[src/rtl/bxe_pkg.sv]
package bxe_pkg;
    localparam int SAMPLE_W = 16;
    typedef logic signed [SAMPLE_W-1:0] sample_t;
    typedef logic [SAMPLE_W-1:0]        level_t;

    // ones-complement magnitude doubled into an unsigned level
    function automatic level_t to_level(input sample_t v);
        sample_t mag;
        mag = v[SAMPLE_W-1] ? ~v : v;
        return {mag[SAMPLE_W-2:0], 1'b0};
    endfunction
endpackage

[src/rtl/bxe_delay.sv]
module bxe_delay
    import bxe_pkg::*;
#(
    parameter int DEPTH_LOG2 = 5
) (
    input  logic    clk,
    input  logic    rst_n,
    input  logic    tick,
    input  sample_t din,
    output sample_t oldest
);
    localparam int DEPTH = 1 << DEPTH_LOG2;

    typedef struct packed {
        sample_t [DEPTH-1:0]   mem;
        logic [DEPTH_LOG2-1:0] ptr;
    } dl_t;

    dl_t cur_q, nxt_d;

    always_comb begin
        nxt_d = cur_q;
        if (tick) begin
            nxt_d.mem[cur_q.ptr] = din;
            nxt_d.ptr            = cur_q.ptr + 1'b1;
        end
    end

    always_ff @(posedge clk) begin
        if (!rst_n) cur_q <= '0;
        else        cur_q <= nxt_d;
    end

    assign oldest = cur_q.mem[cur_q.ptr];

    AST_PTR_HOLD: assert property (@(posedge clk) disable iff (!rst_n)
        !tick |=> $stable(cur_q.ptr));
    AST_PTR_STEP: assert property (@(posedge clk) disable iff (!rst_n)
        tick |=> cur_q.ptr == DEPTH_LOG2'($past(cur_q.ptr) + 1'b1));
endmodule

[src/rtl/bxe_boxcar.sv]
module bxe_boxcar
    import bxe_pkg::*;
#(
    parameter int DEPTH_LOG2 = 5,
    parameter int SUM_W      = 24
) (
    input  logic    clk,
    input  logic    rst_n,
    input  logic    tick,
    input  sample_t din,
    input  sample_t oldest,
    output sample_t filt_now,
    output sample_t filt_next
);
    localparam int EXT_W  = SUM_W - SAMPLE_W;
    localparam int GUARD  = SAMPLE_W + DEPTH_LOG2 - 1;

    logic signed [SUM_W-1:0] sum_q, sum_d;

    always_comb begin
        sum_d = sum_q;
        if (tick)
            sum_d = sum_q + {{EXT_W{din[SAMPLE_W-1]}}, din}
                          - {{EXT_W{oldest[SAMPLE_W-1]}}, oldest};
    end

    always_ff @(posedge clk) begin
        if (!rst_n) sum_q <= '0;
        else        sum_q <= sum_d;
    end

    assign filt_now  = sum_q[DEPTH_LOG2 +: SAMPLE_W];
    assign filt_next = sum_d[DEPTH_LOG2 +: SAMPLE_W];

    logic unused_low_bits;
    assign unused_low_bits = ^{sum_q[DEPTH_LOG2-1:0], sum_d[DEPTH_LOG2-1:0],
                               sum_q[SUM_W-1 -: 1], sum_d[SUM_W-1 -: 1]};

    AST_SUM_BOUNDED: assert property (@(posedge clk) disable iff (!rst_n)
        (&sum_q[SUM_W-1:GUARD]) || !(|sum_q[SUM_W-1:GUARD]));
    AST_SUM_HOLD: assert property (@(posedge clk) disable iff (!rst_n)
        !tick |=> $stable(sum_q));
endmodule

[src/rtl/bxe_envelope.sv]
module bxe_envelope
    import bxe_pkg::*;
#(
    parameter int DECAY = 16
) (
    input  logic    clk,
    input  logic    rst_n,
    input  logic    tick,
    input  sample_t filt_next,
    output level_t  env_next,
    output level_t  env_q
);
    level_t level;

    always_comb begin
        level    = to_level(filt_next);
        env_next = env_q;
        if (tick) begin
            if (level >= env_q)             env_next = level;
            else if (env_q < level_t'(DECAY)) env_next = '0;
            else                            env_next = env_q - level_t'(DECAY);
        end
    end

    always_ff @(posedge clk) begin
        if (!rst_n) env_q <= '0;
        else        env_q <= env_next;
    end

    AST_ENV_EVEN: assert property (@(posedge clk) disable iff (!rst_n)
        (DECAY % 2 != 0) || !env_q[0]);
    AST_ENV_DECAY_LIMIT: assert property (@(posedge clk) disable iff (!rst_n)
        tick |=> (env_q >= $past(env_q)) || (int'($past(env_q)) - int'(env_q) <= DECAY));
    AST_ENV_HOLD: assert property (@(posedge clk) disable iff (!rst_n)
        !tick |=> $stable(env_q));
endmodule

[src/rtl/bxe_scale.sv]
module bxe_scale
    import bxe_pkg::*;
(
    input  sample_t osc,
    input  level_t  env,
    input  logic    env_en,
    output sample_t result
);
    logic signed [2*SAMPLE_W:0] prod;

    always_comb begin
        prod = $signed(osc) * $signed({1'b0, env});
        if (env_en) result = prod[2*SAMPLE_W-1:SAMPLE_W];
        else        result = osc >>> 1;
    end

    logic unused_prod;
    assign unused_prod = ^{prod[2*SAMPLE_W], prod[SAMPLE_W-1:0]};
endmodule

[src/rtl/boxcar_envelope_vca.sv]
module boxcar_envelope_vca
    import bxe_pkg::*;
#(
    parameter int DEPTH_LOG2 = 5,
    parameter int SUM_W      = 24,
    parameter int DECAY      = 16
) (
    input  logic        clk,
    input  logic        rst_n,
    input  logic        tick_i,
    input  logic [15:0] sample_i,
    input  logic [15:0] osc_i,
    input  logic        env_en_i,
    output logic [15:0] filt_o,
    output logic [15:0] env_o,
    output logic [15:0] out_o
);
    typedef struct packed {
        sample_t out;
    } top_t;

    top_t    st_q, st_d;
    sample_t oldest, filt_now, filt_next, scaled;
    level_t  env_next, env_q;

    bxe_delay #(.DEPTH_LOG2(DEPTH_LOG2)) i_delay (
        .clk(clk), .rst_n(rst_n), .tick(tick_i),
        .din(sample_t'(sample_i)), .oldest(oldest));

    bxe_boxcar #(.DEPTH_LOG2(DEPTH_LOG2), .SUM_W(SUM_W)) i_boxcar (
        .clk(clk), .rst_n(rst_n), .tick(tick_i),
        .din(sample_t'(sample_i)), .oldest(oldest),
        .filt_now(filt_now), .filt_next(filt_next));

    bxe_envelope #(.DECAY(DECAY)) i_env (
        .clk(clk), .rst_n(rst_n), .tick(tick_i),
        .filt_next(filt_next), .env_next(env_next), .env_q(env_q));

    bxe_scale i_scale (
        .osc(sample_t'(osc_i)), .env(env_next), .env_en(env_en_i),
        .result(scaled));

    always_comb begin
        st_d = st_q;
        if (tick_i) st_d.out = scaled;
    end

    always_ff @(posedge clk) begin
        if (!rst_n) st_q <= '0;
        else        st_q <= st_d;
    end

    assign filt_o = filt_now;
    assign env_o  = env_q;
    assign out_o  = st_q.out;

    AST_BYPASS_HALF: assert property (@(posedge clk) disable iff (!rst_n)
        (tick_i && !env_en_i) |=> $signed(out_o) == ($signed($past(osc_i)) >>> 1));
    AST_SCALED_SIGN: assert property (@(posedge clk) disable iff (!rst_n)
        (tick_i && env_en_i && !osc_i[15]) |=> !out_o[15]);
    AST_OUT_HOLD: assert property (@(posedge clk) disable iff (!rst_n)
        !tick_i |=> $stable(out_o));
endmodule

[config.mk]
export PLATFORM = sky130hd
export DESIGN_NAME = boxcar_envelope_vca
export DESIGN_NICKNAME = d
export VERILOG_FILES = /design/src/rtl/bxe_pkg.sv /design/src/rtl/bxe_delay.sv /design/src/rtl/bxe_boxcar.sv /design/src/rtl/bxe_envelope.sv /design/src/rtl/bxe_scale.sv /design/src/rtl/boxcar_envelope_vca.sv
export SDC_FILE = /design/constraint.sdc
export NUM_CORES = 2
export LEC_CHECK = 0
export ABC_CLOCK_PERIOD_IN_PS = 14200
export BUFFER_PORTS_ARGS = -buffer_cell sky130_fd_sc_hd__buf_4
export CAP_MARGIN = 20
export CORE_MARGIN = 2
export CORE_UTILIZATION = 25
export CTS_CLUSTER_SIZE = 30
export DETAILED_ROUTE_END_ITERATION = 8
export HOLD_SLACK_MARGIN = 0.05
export SLEW_MARGIN = 20
export SYNTH_ARGS = -nofsm -noshare
export SYNTH_HDL_FRONTEND = slang
export SYNTH_SLANG_ARGS = --single-unit
[constraint.sdc]
create_clock -name clk -period 14.2 [get_ports clk]
set_clock_uncertainty 0.2 [all_clocks]
set_input_delay 0.71 -clock clk [delete_from_list [all_inputs] [get_ports clk]]
set_output_delay 0.71 -clock clk [all_outputs]
set_load 0.01 [all_outputs]
==> flow_metrics.env <==
export IMPL_run_status="complete, no violations"
export IMPL_final_period_minus_worst_setup_slack_ns=13.70
export IMPL_grt_overflow=0
export IMPL_placeableCoreArea_mm2=0.145
export IMPL_cts_max_level=2
export IMPL_layout_cells_most_common_list="sky130_fd_sc_hd__nand2_1, sky130_fd_sc_hd__a21oi_1, sky130_fd_sc_hd__dfxtp_1"
export IMPL_chipWidth_um=386
export IMPL_finalWeightedCongestion=0.947
export IMPL_syn_nets=4792
export IMPL_instance_count_of_the_mapped_netlist=4387
export IMPL_cpMostUsedCell="sky130_fd_sc_hd__fa_1"
export IMPL_drv_max_cap_violation_count=0
export IMPL_slew_headroom_pct=34.5
export IMPL_initialDrtViolationCount=3574
export IMPL_core_rowCount=140
export IMPL_postPlaceCellArea_mm2=0.0395
export IMPL_worstSetupEndpointType="register"
export IMPL_synth_warn=0
export IMPL_routed_via_density=5.10
export IMPL_routedWlPerCell_um=21.0
export IMPL_die_area_mm2=0.149
export IMPL_dr_total_vias=32300
export IMPL_slowest_stage="sky130_fd_sc_hd__dfxtp_4"
export IMPL_postLayoutCellArea_mm2=0.0417
export IMPL_starting_utilization_of_the_core_area_pct=25.1
export IMPL_synth_cell_area_mm2=0.0364
export IMPL_number_of_global_route_vias_before_repair=31200
export IMPL_grt_pass1_wl_um=201000
export IMPL_io_pins=84
export IMPL_grt_max_degree=108
export IMPL_postRouteWirelength_um=133000
export IMPL_synthFlopType="sky130_fd_sc_hd__dfxtp_1"
export IMPL_die_height_um=386
export IMPL_multi_input_area_mm2=0.0224
export IMPL_mostFrequentLayoutCell="sky130_fd_sc_hd__nand2_1"
export IMPL_synth_seq_cells=570
export IMPL_portBuffers=83
export IMPL_max_freq_mhz=73.0
export IMPL_timing_final_hold_violations=0
export IMPL_nets_final=4777
export IMPL_drive_above_1_share_pct=11.8
export IMPL_cts_hold_buffers=0
export IMPL_startpoint_class_of_the_critical_path="register"
export IMPL_syn_area_per_cell_um2=8.30
export IMPL_setup_viol=0
export IMPL_synth_area_leaders="sky130_fd_sc_hd__dfxtp_1, sky130_fd_sc_hd__fa_1, sky130_fd_sc_hd__nand2_1"
export IMPL_finalCritPeriodShare_pct=96.4
export IMPL_synth_seq_area_share_pct=31.3
export IMPL_clk_pin_slew_worst_paths_ns=0.07
export IMPL_timing_worst_slew_pin_value_ns=0.983
export IMPL_clock_latency_ns=0.69
export IMPL_detailed_place_hpwl_um=93300
export IMPL_bufs_on_longest_clock_path=3
export IMPL_sequential_cell_area_mm2=0.0114
export IMPL_hold_path_class="in2reg"
export IMPL_synth_edff_count=0
export IMPL_timing_setup_critical_path_class="reg2reg"
export IMPL_cts_tree="done"
export IMPL_post_synth_num_cell_types=92
export IMPL_ctsRootBufferMaster="sky130_fd_sc_hd__clkbuf_16"
export IMPL_regToRegSetupSlack_ns=0.50
export IMPL_crit_family="adder cells"
export IMPL_numPlacedInstances=6219
export IMPL_cts_inserted_buffers=61
export IMPL_pins_over_slew_limit=0
export IMPL_cp_slowest_stage_delay_ns=0.76
export IMPL_syn_to_final_growth_pct=14.7
export IMPL_fin_tns_setup_ns=0
export IMPL_clkSinkCount=570
export IMPL_detail_route_drc_violations=0
export IMPL_grt_setup_unrepaired="no"
export IMPL_number_of_detailed_route_iterations_in_the_first_pass=6
export IMPL_netlist_area_leader_share_pct=31.3
export IMPL_detail_route_antenna_nets=0
export IMPL_path_max_fanout=36
export IMPL_critical_path_n_buffers_inverters=10
export IMPL_grt_usage_pct=17.5
export IMPL_crit_arrival_ns=13.99
export IMPL_post_synth_top_area_cell="sky130_fd_sc_hd__dfxtp_1"
export IMPL_final_cells=6340
export IMPL_n_fill_cell=15500
export IMPL_worst_endpoint_required_ns=14.49
export IMPL_grt_antenna_before_repair=0
export IMPL_postSynth_asyncResetShare_pct=0
## final timing paths
check,from,to,depth (start not counted)
worst max-delay path,i_delay.cur_q[1],out_o[13],45
worst min-delay path,sample_i[4],i_delay.cur_q[425],3
worst max register to register,i_delay.cur_q[1],out_o[13],45
worst min register to register,i_delay.cur_q[120],i_delay.cur_q[120],2
## Yosys cell counts (all sizes together) (22+ instances only)
cell	instances
a22oi	83
and3	34
nor2b	22
nor3	36
clkbuf	283
mux2i	26
ha	156
a21boi	32
nand2	1128
buf	53
dfxtp	570
xnor2	44
a21oi	619
nor2	119
mux4	128
o21ai	132
inv	345
nand4	30
fa	213
nand3	48
a21o	27
## state kept, by name, indices dropped and copies added (netlist names)
register,count
out_o,16
i_boxcar.sum_q,21
i_delay.cur_q,517
i_env.env_q,16
## per-stage QoR
stage | setup WS, ns | hold WS (ns) | util [%]
final | 0.504 | 0.154 | 28.8
after global placement | 0.603 | 0.238 | 27.2
after CTS | 0.351 | 0.126 | 28.7
after detailed placement | 0.446 | 0.244 | 27.2
after global routing | 0.0341 | 0.155 | 28.8
after floorplan | 0.961 | 0.233 | -
## routing by layer
metal	routed length (µm)	part of all wire, %	track usage, %	vias to the layer above
met2	59800	45	27.5	1452
met4	4300	3.2	5.48	0
met3	12100	9.1	2.90	226
li1	-	-	-	14700
met5	0	0	0	-
met1	57100	43	24.4	15900
## layout make-up
class / instances / area share [%]
clock buffers: 88 / 4.14
multi-input cells: 3133 / 53.6
flip-flops and latches: 570 / 27.4
inverters: 348 / 3.15
repair buffers: 258 / 5.11
well taps: 1917 / 5.75
clock inverters: 25 / 0.911
diodes: 1 / 0.00600
## worst min-delay path: stages
cell,delay (ns)
sky130_fd_sc_hd__buf_4,0.15
sky130_fd_sc_hd__nand2_1,0.06
sky130_fd_sc_hd__a21oi_1,0.05
## cell families (layout without fill, tap and decap cells)
| group | Yosys count | after routing | synth area share [%] |
|---|---|---|---|
| other | 0 | 1 | 0 |
| and+or+nand+nor | 1497 | 1497 | 17.1 |
| buffers and inverters | 684 | 719 | 7.32 |
| adders and majority gates | 369 | 369 | 17.1 |
| muxes | 166 | 166 | 9.04 |
| AOI/OAI and AO/OA | 1045 | 1045 | 16.7 |
| xor gates and xnor gates | 56 | 56 | 1.43 |
| DFF | 570 | 570 | 31.3 |
## what timing repair did
| item | 4_1_cts | 5_1_grt |
|---|---|---|
| gates resized for setup | 0 | 2 |
| setup buffers | 0 | 6 |
| setup endpoints to repair | 0 | 13 |
Power is not shown: default switching activity piles up to over one toggle a cycle in this logic, so the estimate is an artifact.
